**src/rtl/agc_settle_pkg.sv**
```systemverilog
package agc_settle_pkg;

    typedef enum logic [1:0] {
        TOP_SLEEP  = 2'd0,
        TOP_SETTLE = 2'd1,
        TOP_AWAKE  = 2'd2
    } top_state_e;

    typedef enum logic {
        CH_IDLE  = 1'b0,
        CH_COUNT = 1'b1
    } ch_state_e;

endpackage

```
**src/rtl/agc_ch_timer.sv**
```systemverilog
module agc_ch_timer
    import agc_settle_pkg::*;
#(
    parameter int unsigned SETTLE_TICKS = 112
) (
    input  logic clk,
    input  logic rst_n,
    input  logic flush,
    input  logic sig,
    output logic start,
    output logic counting,
    output logic done,
    output logic abort
);

    localparam int unsigned CW = (SETTLE_TICKS > 1) ? $clog2(SETTLE_TICKS) : 1;
    localparam logic [CW-1:0] LAST = CW'(SETTLE_TICKS - 1);

    ch_state_e      state_q, state_d;
    logic [CW-1:0]  cnt_q;

    // Per-channel events, decoded from the current state and the line
    always_comb begin
        start    = (state_q == CH_IDLE) && sig && !flush;
        counting = (state_q == CH_COUNT);
        done     = counting && !flush && sig && (cnt_q == LAST);
        abort    = counting && !flush && !sig;
    end

    always_comb begin
        state_d = state_q;
        unique case (state_q)
            CH_IDLE:  if (start) state_d = CH_COUNT;
            CH_COUNT: if (flush || done || abort) state_d = CH_IDLE;
            default:  state_d = CH_IDLE;
        endcase
    end

    always_ff @(posedge clk or negedge rst_n) begin
        if (!rst_n) begin
            state_q <= CH_IDLE;
            cnt_q   <= '0;
        end else begin
            state_q <= state_d;
            if (state_d == CH_COUNT && state_q == CH_COUNT)
                cnt_q <= cnt_q + 1'b1;
            else
                cnt_q <= '0;
        end
    end

endmodule

```
**src/rtl/agc_wake_seq.sv**
```systemverilog
module agc_wake_seq
    import agc_settle_pkg::*;
#(
    parameter int unsigned NUM_CH = 3
) (
    input  logic              clk,
    input  logic              rst_n,
    input  logic [NUM_CH-1:0] sig_present,
    input  logic [NUM_CH-1:0] start,
    input  logic [NUM_CH-1:0] counting,
    input  logic [NUM_CH-1:0] done,
    input  logic [NUM_CH-1:0] abort,
    output logic              filter_hold,
    output logic              wake,
    output logic              flush,
    output logic              soft_rst
);

    top_state_e state_q, state_d;
    logic       soft_q;
    logic       busy_next;

    always_comb begin
        busy_next = (|(counting & ~abort & ~done)) | (|start);
    end

    // Next-state decode
    always_comb begin
        state_d = state_q;
        unique case (state_q)
            TOP_SLEEP:  if (|start) state_d = TOP_SETTLE;
            TOP_SETTLE: begin
                if (|done)           state_d = TOP_AWAKE;
                else if (!busy_next) state_d = TOP_SLEEP;
            end
            TOP_AWAKE:  if (sig_present == '0) state_d = TOP_SLEEP;
            default:    state_d = TOP_SLEEP;
        endcase
    end

    // State register
    always_ff @(posedge clk or negedge rst_n) begin
        if (!rst_n) begin
            state_q <= TOP_SLEEP;
            soft_q  <= 1'b0;
        end else begin
            state_q <= state_d;
            soft_q  <= |abort;
        end
    end

    // Outputs
    always_comb begin
        filter_hold = 1'b1;
        wake        = 1'b0;
        flush       = 1'b0;
        unique case (state_q)
            TOP_SLEEP, TOP_SETTLE: begin
                filter_hold = 1'b1;
            end
            TOP_AWAKE: begin
                filter_hold = 1'b0;
                wake        = 1'b1;
                flush       = 1'b1;
            end
            default: ;
        endcase
        soft_rst = soft_q;
    end

endmodule

```
**src/rtl/agc_wake_src_reg.sv**
```systemverilog
module agc_wake_src_reg #(
    parameter int unsigned NUM_CH = 3
) (
    input  logic              clk,
    input  logic              rst_n,
    input  logic              clr,
    input  logic [NUM_CH-1:0] set_bits,
    output logic [NUM_CH-1:0] src
);

    // A clear drops old bits; bits set on the same edge survive
    always_ff @(posedge clk or negedge rst_n) begin
        if (!rst_n) src <= '0;
        else        src <= (clr ? '0 : src) | set_bits;
    end

endmodule

```
**src/rtl/agc_settle_qualifier.sv**
```systemverilog
module agc_settle_qualifier #(
    parameter int unsigned NUM_CH       = 3,
    parameter int unsigned SETTLE_TICKS = 112
) (
    input  logic              clk,
    input  logic              rst_n,
    input  logic [NUM_CH-1:0] sig_present,
    input  logic              status_clr,
    output logic              filter_hold,
    output logic              wake,
    output logic              soft_rst,
    output logic [NUM_CH-1:0] wake_src
);

    logic [NUM_CH-1:0] ch_start, ch_counting, ch_done, ch_abort;
    logic              flush;

    for (genvar g = 0; g < NUM_CH; g++) begin : g_ch
        agc_ch_timer #(.SETTLE_TICKS(SETTLE_TICKS)) i_timer (
            .clk      (clk),
            .rst_n    (rst_n),
            .flush    (flush),
            .sig      (sig_present[g]),
            .start    (ch_start[g]),
            .counting (ch_counting[g]),
            .done     (ch_done[g]),
            .abort    (ch_abort[g])
        );
    end

    agc_wake_seq #(.NUM_CH(NUM_CH)) i_seq (
        .clk         (clk),
        .rst_n       (rst_n),
        .sig_present (sig_present),
        .start       (ch_start),
        .counting    (ch_counting),
        .done        (ch_done),
        .abort       (ch_abort),
        .filter_hold (filter_hold),
        .wake        (wake),
        .flush       (flush),
        .soft_rst    (soft_rst)
    );

    agc_wake_src_reg #(.NUM_CH(NUM_CH)) i_src (
        .clk      (clk),
        .rst_n    (rst_n),
        .clr      (status_clr),
        .set_bits (ch_done),
        .src      (wake_src)
    );

endmodule

```
**config.mk**
```make
export PLATFORM = sky130hd
export DESIGN_NAME = agc_settle_qualifier
export DESIGN_NICKNAME = d
export VERILOG_FILES = /design/src/rtl/agc_settle_pkg.sv /design/src/rtl/agc_ch_timer.sv /design/src/rtl/agc_wake_seq.sv /design/src/rtl/agc_wake_src_reg.sv /design/src/rtl/agc_settle_qualifier.sv
export SDC_FILE = /design/constraint.sdc
export NUM_CORES = 1
export LEC_CHECK = 0
export ABC_AREA = 1
export BUFFER_PORTS_ARGS = -buffer_cell sky130_fd_sc_hd__buf_2
export CAP_MARGIN = 10
export CORE_ASPECT_RATIO = 1.4
export CORE_MARGIN = 5
export CORE_UTILIZATION = 56
export DETAILED_ROUTE_END_ITERATION = 10
export PLACE_DENSITY_LB_ADDON = 0.25
export SKIP_CTS_REPAIR_TIMING = 1
export SYNTH_ARGS = -nofsm -noshare
export SYNTH_HDL_FRONTEND = slang
export SYNTH_SLANG_ARGS = --single-unit
```
**constraint.sdc**
```tcl
create_clock -name clk -period 3.77 [get_ports clk]
set_clock_uncertainty 0.15 [all_clocks]
set_input_delay 0.754 -clock clk [delete_from_list [all_inputs] [get_ports clk]]
set_output_delay 0.754 -clock clk [all_outputs]
set_load 0.05 [all_outputs]
```
-- Word-level counts from Yosys, hierarchy flattened
Index checks and enable logic that the tools add are counted.
W data, S select, Z words.
- memories: 0
- logic and storage cells: 87
- output and inout port bits: 6
- bits in read-only memories: 0
- register bits: 30
- memory bits (writable): 0
- latch bits: 0
- bits of input ports: 6
- equality and inequality tests: 8
- div/mod/pow operators: 0
- reduce and logical (&&, ||, !) cells: 38
- multiplexer cells: 20
- $mul: 0
- bitwise logic cells: 9
- shift-type cells: 0
- add/subtract/negate cells: 3
- $lt $le $gt $ge: 0
- operator list (cell ; number):
    $add A7 B1 Y7 const B ; 3
    $eq A7 B7 Y1 const B ; 3
    $logic_and A1 B1 Y1 ; 21
    $mux W7 ; 3
    $reduce_or A3 Y1 ; 4
    $mux W1 ; 8
    $mux W2 ; 4
    $and A3 B3 Y3 ; 2
    $logic_or A1 B1 Y1 ; 6
    $not A3 Y3 ; 2
    $pmux W1 S2 ; 3
    $pmux W2 S3 ; 1
    $logic_not A1 Y1 ; 4
    $ne A2 B1 Y1 const B ; 2
    $logic_not A3 Y1 ; 1
    $mux W3 ; 1
    $ne A3 B3 Y1 const B ; 1
    $not A1 Y1 ; 3
    $or A3 B3 Y3 ; 1
    $reduce_and A3 Y1 ; 1
    $eq A2 B1 Y1 const B ; 1
    $eq A2 B2 Y1 const B ; 1
    $logic_not A2 Y1 ; 1
    $or A1 B1 Y1 ; 1

-- Logic depth before layout (Yosys ltp)
- word-level depth: 13
- mapped depth: 11

-- Hierarchy
Synthesis repeated with hierarchy kept, for this count alone.
- cell total of the unflattened synthesis: 218
- area, all modules: 1655.3 µm²
- by module, submodules not included (module ; instances ; cells each ; area an instance (µm²) ; seq. area each (µm²)):
    agc_ch_timer ; 3 ; 56 ; 441.7 ; 200.2
    agc_wake_seq ; 1 ; 37 ; 217.7 ; 75.1
    agc_wake_src_reg ; 1 ; 13 ; 112.6 ; 75.1

-- Worst setup path before layout
OpenSTA, ideal clock, no wires.
- kind: reg-to-output
- start: reg i_seq.state_q[0]
- end: out wake
- data arrival time: 0.994 ns
- path slack: 1.872 ns
- cell stages (with the launch flop): 5
- cells stage by stage: dfrtp_1 inv_2 nand2_4 buf_8 inv_1
- word-level cells in the longest chain between the ends: 2
- ends and longest elaborated chain (item ; RTL line ; text):
    start, declared ; agc_wake_seq.sv:19 ; top_state_e state_q, state_d;
    start signal, assigned ; agc_wake_seq.sv:47 ; state_q <= state_d;
    $eq A2 B2 Y1 ; agc_wake_seq.sv:57 ; unique case (state_q)
    $mux W1 ; agc_wake_seq.sv:57 ;
    end, declared ; agc_settle_qualifier.sv:10 ; output logic wake,
Every way passes these cells.

-- Worst setup path after layout
Ends and elaborated chain as after synthesis.

==> metrics <==
Vias 1073; final setup margin between 1500 and 2000 ps; Setup TNS Final 0 ps; ranking of synthesized cells by area dfrtp_1 52%, nor2_1 7.1%, nand2_1 5.5%; CP Class reg -> out; Worst path slowest cell dfrtp_1; starting density of the core 59.2%; fraction of layout instances using a drive strength above 1 ~18%; vias in the first global route 1068; DRC errors left 0; pwr dens around 400 nW/um^2; Final setup viols 0; Fmax ~0.46 GHz; H-tree levels 2; unrepaired setup endpoints after global routing no; FF-to-FF End i_seq.state_q[0]$_DFFE_PN0P_; Post-synth EDFFs 0; static leakage between 0.7 and 0.8 nW; Multi-input gate area approximately 590 um^2; antenna viol nets, final 0; CTS max path bufs 2; Relative slew margins about 57%; root buf cell clkbuf_4; IO Count 12; CTS tree yes; Hold Path Class in -> async; Sink Count 30; CP Launch Type register; Synth top area share between 50 and 60%; CP top delay family buffers and inverters; layout filler cell count around 210; Tcrit/Tclk final 57.5%; VDD IR-drop max about 0.25 mV; Yosys top cell by area dfrtp_1; total wire length about 2.4 mm; critical path arrival 1260 ps; Setup crit end kind output pin; sequential cell area fraction in the yosys report about 52%; Top FF cell, synth dfrtp_1; first-iteration detailed-routing DRC count 32; crit path buf inv count 3; CP max FO 12; Vias/cell ~5.2; TritonRoute pass-1 iters 4; worst slew pin tran between 600 and 700 ps; Die Wd roughly 53 um; # diodes 0; Total Routing Usage GR ~16%; count of cell types in the netlist 26; nets@finish ~180; Congestion Overflow GR 0; worst r2r src g_ch[1].i_timer.cnt_q[0]$_DFF_PN0_; Die Height 69.8 um; area of the die approximately 3700 um^2; # rows 21; most common cell after layout, fill and taps aside dfrtp_1; gpl congestion around 0.84; Syn Area/Cell between 9 and 10 um^2; first-pass GRT wire length roughly 4.4 mm; CTS clk-pin slew, worst paths ~90 ps; Max-Cap Viols 0; P&R area growth vs syn 9.97%; Post-Syn Area 1430 um^2; Worst Reg-to-Reg Cells 10; highest-count cells in the layout ignoring fill and taps 30 x dfrtp_1, 27 x nor2_1, 21 x nand2_1; syn nets approximately 170; Final Max Tran Viols 0; largest net degree at the start of global routing 31; Critical path origin i_seq.state_q[0]$_DFFE_PN0P_; core region area approximately 2400 um^2; CTS Buf Count 5; initial antenna violation count 0; R2R Setup Slk between 2000 and 2500 ps; crit-path cells inv_2, nand2_4, inv_1, buf_2; clk_lat worst skew ~330 ps; Post-Place Worst Slack 1950 ps; Levels on crit path 4; status complete, no violations; Synth async-reset ratio 100%; YS warnings 0; CP max stage delay 410 ps; register area 751 um^2; Tmin final 2170 ps; Routed WL per cell roughly 12 um; Final Hold Vio Count 0; count of state elements after synthesis 30; Detail Placement HPWL roughly 1.8 mm; Post-Syn Instances 156; CP required about 2900 ps; buffers added on ports 11
registers in the layout, indices dropped and copies added, names as in the netlist:
signal	count
g_ch.i_timer.cnt_q	21
i_src.src	3
i_seq.state_q	2
g_ch.i_timer.counting	3
i_seq.soft_rst	1
power by group:
part           leakage [nW]  internal [mW]  switching [mW]
registers             0.405          0.338          0.0134
logic                 0.345         0.0272          0.0551
clock network        0.0353         0.0902           0.105
worst max path at each step:
stage	to	slack [ps]
6_report	wake	1600
5_1_grt	wake	1500
4_1_cts	wake	1580
3_5_place_dp	i_seq.state_q[0]$_DFFE_PN0P_	1950
3_3_place_gp	wake	1980
2_1_floorplan	wake	1870
Yosys cell counts, types with 2 or more instances:
library cell / count
dfrtp_1: 30
nor2_1: 27
nand2_1: 21
inv_1: 18
nand3_1: 13
a21oi_1: 6
xnor2_1: 6
o21ai_0: 4
a31o_2: 3
and3_1: 3
ha_1: 3
nand4_1: 3
o21ai_2: 3
nand2_4: 2
nor3_1: 2
nor3b_1: 2
layout make-up:
type	instances	share of cell area, %
inverters	19	4.53
multi-input cells	106	37.7
clock inverters	1	0.318
well taps	34	2.70
clock buffers	7	3.50
repair buffers	11	3.50
flip-flops and latches	30	47.7
worst register-to-register path, cell delays in order (launching register included):
cell     delay (ps)
dfrtp_1         410
ha_1            200
nand3_1         180
nor2_1          140
nand2_1          80
nand2_1          70
nand2_1          50
inv_1            50
nand2_1          40
nand2_1          50
o21ai_1          60
metrics by stage:
| stage | hold WS, ps | std cells | total power [mW] | util [%] | instance area (um^2) |
|---|---|---|---|---|---|
| finish | 288 | 208 | 0.629 | 65.1 | 1570 |
| global route | 338 | 208 | 0.668 | 65.1 | 1570 |
| CTS | 307 | 208 | 0.641 | 65.1 | 1570 |
| detailed placement | 333 | 200 | 0.442 | 62.6 | 1510 |
| global placement | 316 | 200 | 0.437 | 62.6 | 1510 |
| floorplan | 305 | 156 | 0.417 | - | 1430 |
layer usage:
layer	global-route usage, %	vias up	wire (um)
met4	8.52	0	59
met5	0	-	0
met3	6.02	7	109
met1	15.7	502	938
li1	-	550	-
met2	28.2	14	1290
cell families (layout without fill, tap and decap cells):
| family | Yosys count | count (layout) | share of synthesized area [%] |
|---|---|---|---|
| and+or+nand+nor | 77 | 77 | 25.9 |
| buffers and inverters | 20 | 38 | 6.04 |
| xor gates and xnor gates | 6 | 6 | 3.67 |
| adders and majority gates | 3 | 3 | 2.62 |
| DFF | 30 | 30 | 52.5 |
| AOI/OAI and AO/OA | 20 | 20 | 9.27 |
Note: power is estimated with default switching activity, not from simulation.
